$ cat src/rtl/sync_gen_pkg.sv
package sync_gen_pkg;

    localparam int HPOS_W = 11;
    localparam int OFS_W  = 5;

    typedef struct packed {
        logic [OFS_W-1:0] ofs;
        logic             adv;
        logic             dly_odd;
        logic             dly_even;
    } vedge_t;

    typedef struct packed {
        logic              std625;
        logic [HPOS_W-1:0] hs_beg;
        logic [HPOS_W-1:0] hs_end;
        logic              hs_inv;
        logic              vs_inv;
        logic              fld_inv;
        logic              vs_mid;
        vedge_t            vbeg;
        vedge_t            vend;
        vedge_t            ftog;
    } tim_cfg_t;

    localparam tim_cfg_t CFG_RESET = '{
        std625 : 1'b0,
        hs_beg : 11'd0,
        hs_end : 11'd64,
        hs_inv : 1'b0,
        vs_inv : 1'b0,
        fld_inv: 1'b0,
        vs_mid : 1'b0,
        vbeg   : '{ofs: 5'd5,  adv: 1'b1, dly_odd: 1'b0, dly_even: 1'b0},
        vend   : '{ofs: 5'd14, adv: 1'b0, dly_odd: 1'b0, dly_even: 1'b0},
        ftog   : '{ofs: 5'd3,  adv: 1'b1, dly_odd: 1'b0, dly_even: 1'b0}
    };

endpackage

$ cat src/rtl/sync_raster_cnt.sv
module sync_raster_cnt #(
    parameter int PIX_W  = 11,
    parameter int LINE_W = 10
) (
    input  logic              clk,
    input  logic              rst_n,
    input  logic [PIX_W-1:0]  ppl_i,
    input  logic [LINE_W-1:0] lpf_i,
    output logic [PIX_W-1:0]  pix_o,
    output logic [LINE_W-1:0] line_o,
    output logic              frame_end_o
);

    typedef struct packed {
        logic [PIX_W-1:0]  pix;
        logic [LINE_W-1:0] line;
    } cnt_t;

    cnt_t cnt_d, cnt_q;
    logic line_end;

    always_comb begin
        cnt_d       = cnt_q;
        line_end    = (cnt_q.pix >= ppl_i - 1'b1);
        frame_end_o = line_end && (cnt_q.line >= lpf_i);
        if (line_end) begin
            cnt_d.pix = '0;
            if (cnt_q.line >= lpf_i) begin
                cnt_d.line = LINE_W'(1);
            end else begin
                cnt_d.line = cnt_q.line + 1'b1;
            end
        end else begin
            cnt_d.pix = cnt_q.pix + 1'b1;
        end
    end

    always_ff @(posedge clk) begin
        if (!rst_n) begin
            cnt_q <= '{pix: '0, line: LINE_W'(1)};
        end else begin
            cnt_q <= cnt_d;
        end
    end

    assign pix_o  = cnt_q.pix;
    assign line_o = cnt_q.line;

    // pixel position never reaches the line length
    assert_pix_range_R1: assert property (@(posedge clk) disable iff (!rst_n)
        pix_o < ppl_i);

    // line number stays in 1..L
    assert_line_range_R1: assert property (@(posedge clk) disable iff (!rst_n)
        (line_o != '0) && (line_o <= lpf_i));

    // line advances by one when a non-final line ends
    assert_line_step_R1: assert property (@(posedge clk) disable iff (!rst_n)
        (line_end && !frame_end_o) |=> (line_o == $past(line_o) + 1'b1));

endmodule

$ cat src/rtl/sync_cfg_hold.sv
module sync_cfg_hold
    import sync_gen_pkg::*;
(
    input  logic     clk,
    input  logic     rst_n,
    input  logic     load_i,
    input  tim_cfg_t cfg_i,
    output tim_cfg_t cfg_o
);

    tim_cfg_t cfg_d, cfg_q;

    always_comb begin
        cfg_d = cfg_q;
        if (load_i) begin
            cfg_d = cfg_i;
        end
    end

    always_ff @(posedge clk) begin
        if (!rst_n) begin
            cfg_q <= CFG_RESET;
        end else begin
            cfg_q <= cfg_d;
        end
    end

    assign cfg_o = cfg_q;

endmodule

$ cat src/rtl/sync_edge_line.sv
module sync_edge_line #(
    parameter int LINE_W = 10,
    parameter int OFS_W  = 5
) (
    input  logic [LINE_W-1:0] lpf_i,
    input  logic [LINE_W-1:0] ref_i,
    input  logic [OFS_W-1:0]  ofs_i,
    input  logic              adv_i,
    input  logic              extra_i,
    output logic [LINE_W-1:0] line_o
);

    localparam int SUM_W = LINE_W + 2;

    logic [SUM_W-1:0] lpf_w, base, moved, once;

    always_comb begin
        lpf_w  = SUM_W'(lpf_i);
        base   = SUM_W'(ref_i) + lpf_w + SUM_W'(extra_i);
        moved  = adv_i ? (base - SUM_W'(ofs_i)) : (base + SUM_W'(ofs_i));
        once   = (moved > lpf_w) ? (moved - lpf_w) : moved;
        line_o = LINE_W'((once > lpf_w) ? (once - lpf_w) : once);
    end

endmodule

$ cat src/rtl/sync_timing_gen.sv
module sync_timing_gen
    import sync_gen_pkg::*;
#(
    parameter int PPL_525   = 858,
    parameter int PPL_625   = 864,
    parameter int LINES_525 = 525,
    parameter int LINES_625 = 625
) (
    input  logic        clk,
    input  logic        rst_n,
    input  logic        std_625_i,
    input  logic [10:0] hs_begin_i,
    input  logic [10:0] hs_end_i,
    input  logic        hs_inv_i,
    input  logic        vs_inv_i,
    input  logic        fld_inv_i,
    input  logic        vs_midline_i,
    input  logic [4:0]  vb_ofs_i,
    input  logic        vb_adv_i,
    input  logic        vb_dly_odd_i,
    input  logic        vb_dly_even_i,
    input  logic [4:0]  ve_ofs_i,
    input  logic        ve_adv_i,
    input  logic        ve_dly_odd_i,
    input  logic        ve_dly_even_i,
    input  logic [4:0]  ft_ofs_i,
    input  logic        ft_adv_i,
    input  logic        ft_dly_odd_i,
    input  logic        ft_dly_even_i,
    output logic        hs_o,
    output logic        vs_o,
    output logic        fld_o,
    output logic        v_flag_o,
    output logic        f_flag_o,
    output logic [10:0] pix_cnt_o,
    output logic [9:0]  line_cnt_o
);

    localparam int PIX_W     = HPOS_W;
    localparam int LINE_W    = $clog2(LINES_625 + 1);
    localparam int N_EDGE    = 3;
    localparam int N_FIELD   = 2;
    localparam logic [PIX_W-1:0]  PPL_A = PIX_W'(PPL_525);
    localparam logic [PIX_W-1:0]  PPL_B = PIX_W'(PPL_625);
    localparam logic [LINE_W-1:0] LPF_A = LINE_W'(LINES_525);
    localparam logic [LINE_W-1:0] LPF_B = LINE_W'(LINES_625);

    typedef struct packed {
        logic hs;
        logic vs_pin;
        logic fld_pin;
        logic v;
        logic f;
        logic vs;
    } tim_st_t;

    tim_cfg_t          cfg_in, cfg;
    logic [PIX_W-1:0]  ppl, pix_q, vs_pix;
    logic [LINE_W-1:0] lpf, line_q, ref_odd, ref_even;
    logic              frame_end;
    vedge_t            ecfg  [N_EDGE];
    logic [LINE_W-1:0] eline [N_EDGE][N_FIELD];
    tim_st_t           st_d, st_q;
    logic              in_win, vb_hit, ve_hit, ft_odd, ft_even;

    always_comb begin
        cfg_in.std625   = std_625_i;
        cfg_in.hs_beg   = hs_begin_i;
        cfg_in.hs_end   = hs_end_i;
        cfg_in.hs_inv   = hs_inv_i;
        cfg_in.vs_inv   = vs_inv_i;
        cfg_in.fld_inv  = fld_inv_i;
        cfg_in.vs_mid   = vs_midline_i;
        cfg_in.vbeg     = '{ofs: vb_ofs_i, adv: vb_adv_i, dly_odd: vb_dly_odd_i, dly_even: vb_dly_even_i};
        cfg_in.vend     = '{ofs: ve_ofs_i, adv: ve_adv_i, dly_odd: ve_dly_odd_i, dly_even: ve_dly_even_i};
        cfg_in.ftog     = '{ofs: ft_ofs_i, adv: ft_adv_i, dly_odd: ft_dly_odd_i, dly_even: ft_dly_even_i};
    end

    sync_cfg_hold u_cfg (
        .clk    (clk),
        .rst_n  (rst_n),
        .load_i (frame_end),
        .cfg_i  (cfg_in),
        .cfg_o  (cfg)
    );

    assign ppl      = cfg.std625 ? PPL_B : PPL_A;
    assign lpf      = cfg.std625 ? LPF_B : LPF_A;
    assign ref_odd  = LINE_W'(1);
    assign ref_even = (lpf >> 1) + 1'b1;
    assign vs_pix   = cfg.vs_mid ? (ppl >> 1) : '0;

    sync_raster_cnt #(.PIX_W(PIX_W), .LINE_W(LINE_W)) u_cnt (
        .clk         (clk),
        .rst_n       (rst_n),
        .ppl_i       (ppl),
        .lpf_i       (lpf),
        .pix_o       (pix_q),
        .line_o      (line_q),
        .frame_end_o (frame_end)
    );

    always_comb begin
        ecfg[0] = cfg.vbeg;
        ecfg[1] = cfg.vend;
        ecfg[2] = cfg.ftog;
    end

    for (genvar k = 0; k < N_EDGE; k++) begin : g_edge
        for (genvar f = 0; f < N_FIELD; f++) begin : g_fld
            sync_edge_line #(.LINE_W(LINE_W), .OFS_W(OFS_W)) u_line (
                .lpf_i   (lpf),
                .ref_i   ((f == 1) ? ref_even : ref_odd),
                .ofs_i   (ecfg[k].ofs),
                .adv_i   (ecfg[k].adv),
                .extra_i ((f == 1) ? ecfg[k].dly_even : ecfg[k].dly_odd),
                .line_o  (eline[k][f])
            );
        end
    end

    always_comb begin
        st_d    = st_q;
        vb_hit  = (line_q == eline[0][0]) || (line_q == eline[0][1]);
        ve_hit  = (line_q == eline[1][0]) || (line_q == eline[1][1]);
        ft_odd  = (line_q == eline[2][0]);
        ft_even = (line_q == eline[2][1]);

        if (cfg.hs_beg < cfg.hs_end) begin
            in_win = (pix_q >= cfg.hs_beg) && (pix_q < cfg.hs_end);
        end else if (cfg.hs_beg > cfg.hs_end) begin
            in_win = (pix_q >= cfg.hs_beg) || (pix_q < cfg.hs_end);
        end else begin
            in_win = 1'b0;
        end
        st_d.hs = in_win ^ cfg.hs_inv;

        if (pix_q == '0) begin
            if (ve_hit) begin
                st_d.v = 1'b0;
            end else if (vb_hit) begin
                st_d.v = 1'b1;
            end
            if (ft_odd) begin
                st_d.f = 1'b0;
            end else if (ft_even) begin
                st_d.f = 1'b1;
            end
        end

        if (pix_q == vs_pix) begin
            if (ve_hit) begin
                st_d.vs = 1'b0;
            end else if (vb_hit) begin
                st_d.vs = 1'b1;
            end
        end

        st_d.vs_pin  = st_d.vs ^ cfg.vs_inv;
        st_d.fld_pin = st_d.f ^ cfg.fld_inv;
    end

    always_ff @(posedge clk) begin
        if (!rst_n) begin
            st_q <= '{hs: 1'b0, vs_pin: 1'b1, fld_pin: 1'b0, v: 1'b1, f: 1'b0, vs: 1'b1};
        end else begin
            st_q <= st_d;
        end
    end

    assign hs_o       = st_q.hs;
    assign vs_o       = st_q.vs_pin;
    assign fld_o      = st_q.fld_pin;
    assign v_flag_o   = st_q.v;
    assign f_flag_o   = st_q.f;
    assign pix_cnt_o  = pix_q;
    assign line_cnt_o = line_q;

    // the vertical flag only moves after a line-start pixel
    assert_v_line_start_R4: assert property (@(posedge clk) disable iff (!rst_n)
        (pix_q != '0) |=> $stable(st_q.v));

    // the field flag only moves after a line-start pixel
    assert_f_line_start_R5: assert property (@(posedge clk) disable iff (!rst_n)
        (pix_q != '0) |=> $stable(st_q.f));

    // internal VS state only moves after the selected phase pixel
    assert_vs_phase_R6: assert property (@(posedge clk) disable iff (!rst_n)
        (pix_q != vs_pix) |=> $stable(st_q.vs));

    // in line-start mode VS tracks V exactly
    assert_vs_tracks_v_R6: assert property (@(posedge clk) disable iff (!rst_n)
        (!cfg.vs_mid) |=> (st_q.vs == st_q.v));

    // an empty window leaves HS at its idle level
    assert_hs_empty_R2: assert property (@(posedge clk) disable iff (!rst_n)
        (cfg.hs_beg == cfg.hs_end) |=> (hs_o == $past(cfg.hs_inv)));

    // held configuration changes only across a frame boundary
    assert_cfg_hold_R7: assert property (@(posedge clk) disable iff (!rst_n)
        (!frame_end) |=> $stable(cfg));

endmodule

$ cat config.mk
export PLATFORM = sky130hd
export DESIGN_NAME = sync_timing_gen
export DESIGN_NICKNAME = d
export VERILOG_FILES = /design/src/rtl/sync_gen_pkg.sv /design/src/rtl/sync_raster_cnt.sv /design/src/rtl/sync_cfg_hold.sv /design/src/rtl/sync_edge_line.sv /design/src/rtl/sync_timing_gen.sv
export SDC_FILE = /design/constraint.sdc
export NUM_CORES = 1
export LEC_CHECK = 0
export ABC_AREA = 1
export CAP_MARGIN = 10
export CORE_MARGIN = 8
export CORE_UTILIZATION = 44
export DETAILED_ROUTE_END_ITERATION = 8
export HOLD_SLACK_MARGIN = 0.02
export PLACE_DENSITY = 0.7
export SLEW_MARGIN = 25
export SYNTH_ARGS = -nofsm -noshare
export SYNTH_HDL_FRONTEND = slang
export SYNTH_SLANG_ARGS = --single-unit
$ cat constraint.sdc
create_clock -name clk -period 8.1 [get_ports clk]
set_input_delay 1.62 -clock clk [delete_from_list [all_inputs] [get_ports clk]]
set_output_delay 1.62 -clock clk [all_outputs]
set_load 0.03 [all_outputs]
==> results by group <==
Logic synthesis
  • Synth Flop Type: dfxtp_1
  • Synthesized area: 13100 sq um
  • Async SR Flop Fraction: 0%
  • Register area share after synthesis: 11.9%
  • Netlist cell types: 58
  • #FFs+latches synth: 78
  • EDFF count, synth: 0
  • Syn_nets: 2390
  • Mapped Cells: 2138
  • Ys Warns: 0
  • Average cell area after synthesis: 6.14 sq um

Drt
  • Via count: 13700
  • DR iter-0 viols: 883
  • WL per Instance: 13.6 um
  • Drt first pass iters: 5
  • Drc violations: 0
  • DRT Wirelength: 35300 um
  • Post-route ant nets: 0
  • DR vias/cell: 5.30

STA
  • Slew margin rel.: 34.0%
  • Actual slew at the worst max-slew pin: 0.990 ns
  • Clock skew after layout: 0.0131 ns
  • Tmin final: 6.87 ns
  • RSZ-0062 raised after global routing: no
  • Fin. Hold Viols: 0
  • Fin crit share: 84.8%
  • Slew Viols, Final: 0
  • Setup violators final: 0
  • Final worst setup slack: 1.23 ns
  • TNS Setup: 0 ns
  • Maximum clock frequency: 146 MHz

Worst setup path
  • Worst path most repeated cell: nand2_1
  • Top cell family by delay on the critical path: simple AND/OR/NAND/NOR gates
  • Crit path DAT: 7.07 ns
  • Critical path type: flop to flop
  • Slowest-stage cell, CP: ha_1
  • CP Buf/Inv Count: 2
  • Setup crit start kind: flop
  • Critical path capture point type: flop
  • Slowest stage delay, CP: 0.59 ns
  • Crit path max fanout: 29
  • CP required: 8.30 ns

Global route
  • Initial antenna violation count: 0
  • Total track usage: 19.5%
  • Largest net degree at the start of global routing: 62
  • Vias in the first global route: 13000
  • First-pass GRT wire length: 60200 um
  • GR Overflow Total: 0

Final layout
  • Area Overhead vs Synth: 10.7%
  • FF/Latch Area: 1560 sq um
  • Footprint of the multi-input gates: 10200 sq um
  • FILL cells: 3074
  • N_diodes: 0
  • Layout Nets: 2444
  • Layout cell share with drive strength beyond 1: 4.32%

Clock network
  • Clk_lat worst skew: 0.36 ns
  • Max clock buf depth: 2
  • Postcts setup bufs: 0
  • Clk slew on worst S/H paths: 0.07 ns
  • Post-cts resize count: 0
  • CTS buffer count: 9
  • Root Driver: clkbuf_16
  • CTS tree: done
  • CTS Sinks: 78
  • H-tree lvl count: 3
  • Hold Buf Count CTS: 0

Placed design
  • Port Buf Inserts: 78
  • Pre-CTS WS: 1.32 ns
  • Dpl hpwl: 28100 um
  • RePlAce Congestion: 0.934

Floorplan
  • Die width: 189 um
  • I/O pin count: 79
  • Die ar.: 35600 sq um
  • Die Span Y: 189 um
  • # rows: 63
  • Starting Density: 44.5%
  • CORE AREA: 29500 sq um

Run status
  • Status: completed

Power and ir drop
  • Leakage: 7.60 nW
  • Power Dens Cells: 61.0 nW/um^2
  • Worst vdd ir: 0.000119 V

Run
  • Max-cap violations: 0

Hold path
  • Worst min-delay path category: flop to flop
-- cell usage in the layout, fill, tap and decap left out, types with 6 or more instances in the layout --
cell | netlist | final
o21ai_2 | 8 | 8
clkdlybuf4s50_1 | 0 | 77
nor3_1 | 24 | 24
nor2_1 | 114 | 114
nor3b_1 | 6 | 6
a21oi_1 | 151 | 151
buf_4 | 1 | 6
ha_1 | 196 | 196
or2_2 | 6 | 6
nand3_1 | 181 | 181
a211oi_1 | 6 | 6
a31oi_1 | 6 | 6
nand2_1 | 562 | 561
nand3b_1 | 14 | 14
o21ai_0 | 153 | 153
xor2_1 | 93 | 93
o211ai_1 | 19 | 19
nand2_2 | 18 | 19
o21bai_1 | 13 | 13
clkbuf_16 | 0 | 9
o21ai_1 | 7 | 7
inv_1 | 294 | 293
inv_2 | 13 | 13
dfxtp_1 | 78 | 77
nand4_1 | 31 | 31
xnor2_1 | 31 | 31
-- logic make-up after synthesis --
kind of cell	after synthesis	synth area share, %
fa+ha+maj	199	19.1
other cells	1	0.0286
simple gates	981	32.6
flops	78	11.9
compound gates	399	17.2
xor+xnor	128	8.86
buf+inv	352	10.4
-- stage by stage --
stage / power, mW / util, % / hold WS, ns / area (sq um) / cells
2_1_floorplan: 0.441 / - / 0.429 / 13100 / 2138
3_3_place_gp: 0.487 / 48.3 / 0.444 / 14200 / 2571
3_5_place_dp: 0.488 / 48.3 / 0.445 / 14200 / 2571
4_1_cts: 0.894 / 49.3 / 0.472 / 14500 / 2587
5_1_grt: 0.918 / 49.3 / 0.487 / 14500 / 2587
6_report: 0.887 / 49.3 / 0.471 / 14500 / 2587
-- final timing paths --
kind | from | to | slack, ns | cells past startpoint
worst max-delay path | u_cfg.cfg_o[50] | vs_o | 1.23 | 35
worst min-delay path | u_cfg.cfg_o[26] | vs_o | 0.47 | 2
worst max register to register | u_cfg.cfg_o[50] | vs_o | 1.23 | 35
worst min register to register | u_cfg.cfg_o[26] | vs_o | 0.47 | 2
-- tightest hold or removal path, cell delays in order, from the launching register on --
cell     delay (ns)
dfxtp_1        0.33
nand2_1        0.05
nand3_1        0.06
-- power breakdown --
group	total, mW	leakage (nW)	internal [mW]	switching, mW
combinational	0.0845	6.83	0.0423	0.0422
clock	0.408	0.133	0.214	0.194
sequential	0.394	0.631	0.386	0.00856
total	0.887	7.60	0.643	0.245
-- synthesized netlist by cell type, drive strengths merged, types with 15 or more instances --
library cell	count	area share, %
nor3	24	0.92
o211ai	19	1.1
nand4	31	1.5
ha	196	19
nand2	582	17
inv	307	8.8
nor2	118	3.5
a21oi	155	6.1
xnor2	31	2.1
o21ai	169	6.8
nand3	187	7.4
nand3b	15	0.95
dfxtp	78	12
xor2	97	6.8
clkbuf	28	0.80
-- sequential cells by signal, summed over array words and instances, names as in the netlist --
| name | count |
|---|---|
| st_q | 1 |
| f_flag_o | 1 |
| u_cfg.cfg_o | 51 |
| u_cnt.line_o | 10 |
| fld_o | 1 |
| u_cnt.pix_o | 11 |
| hs_o | 1 |
| v_flag_o | 1 |
| vs_o | 1 |
-- routing by layer --
layer	vias to the layer above	track usage [%]	part of all wire, %
li1	7145	-	-
met1	6209	25.1	47
met2	316	33.7	46
met3	48	2.62	4.8
met4	0	5.29	1.8
met5	-	0	0
-- layout make-up --
class                           count  area share (%)
Timing Repair Buffer               84            5.65
Inverter                          311            8.04
Sequential cell                    78            10.8
Clock buffer                        9            1.55
Clock inverter                      7           0.430
Tap cell                          390            3.36
Multi-Input combinational cell   1708            70.2
No activity file was read; power rests on OpenSTA's default activity.
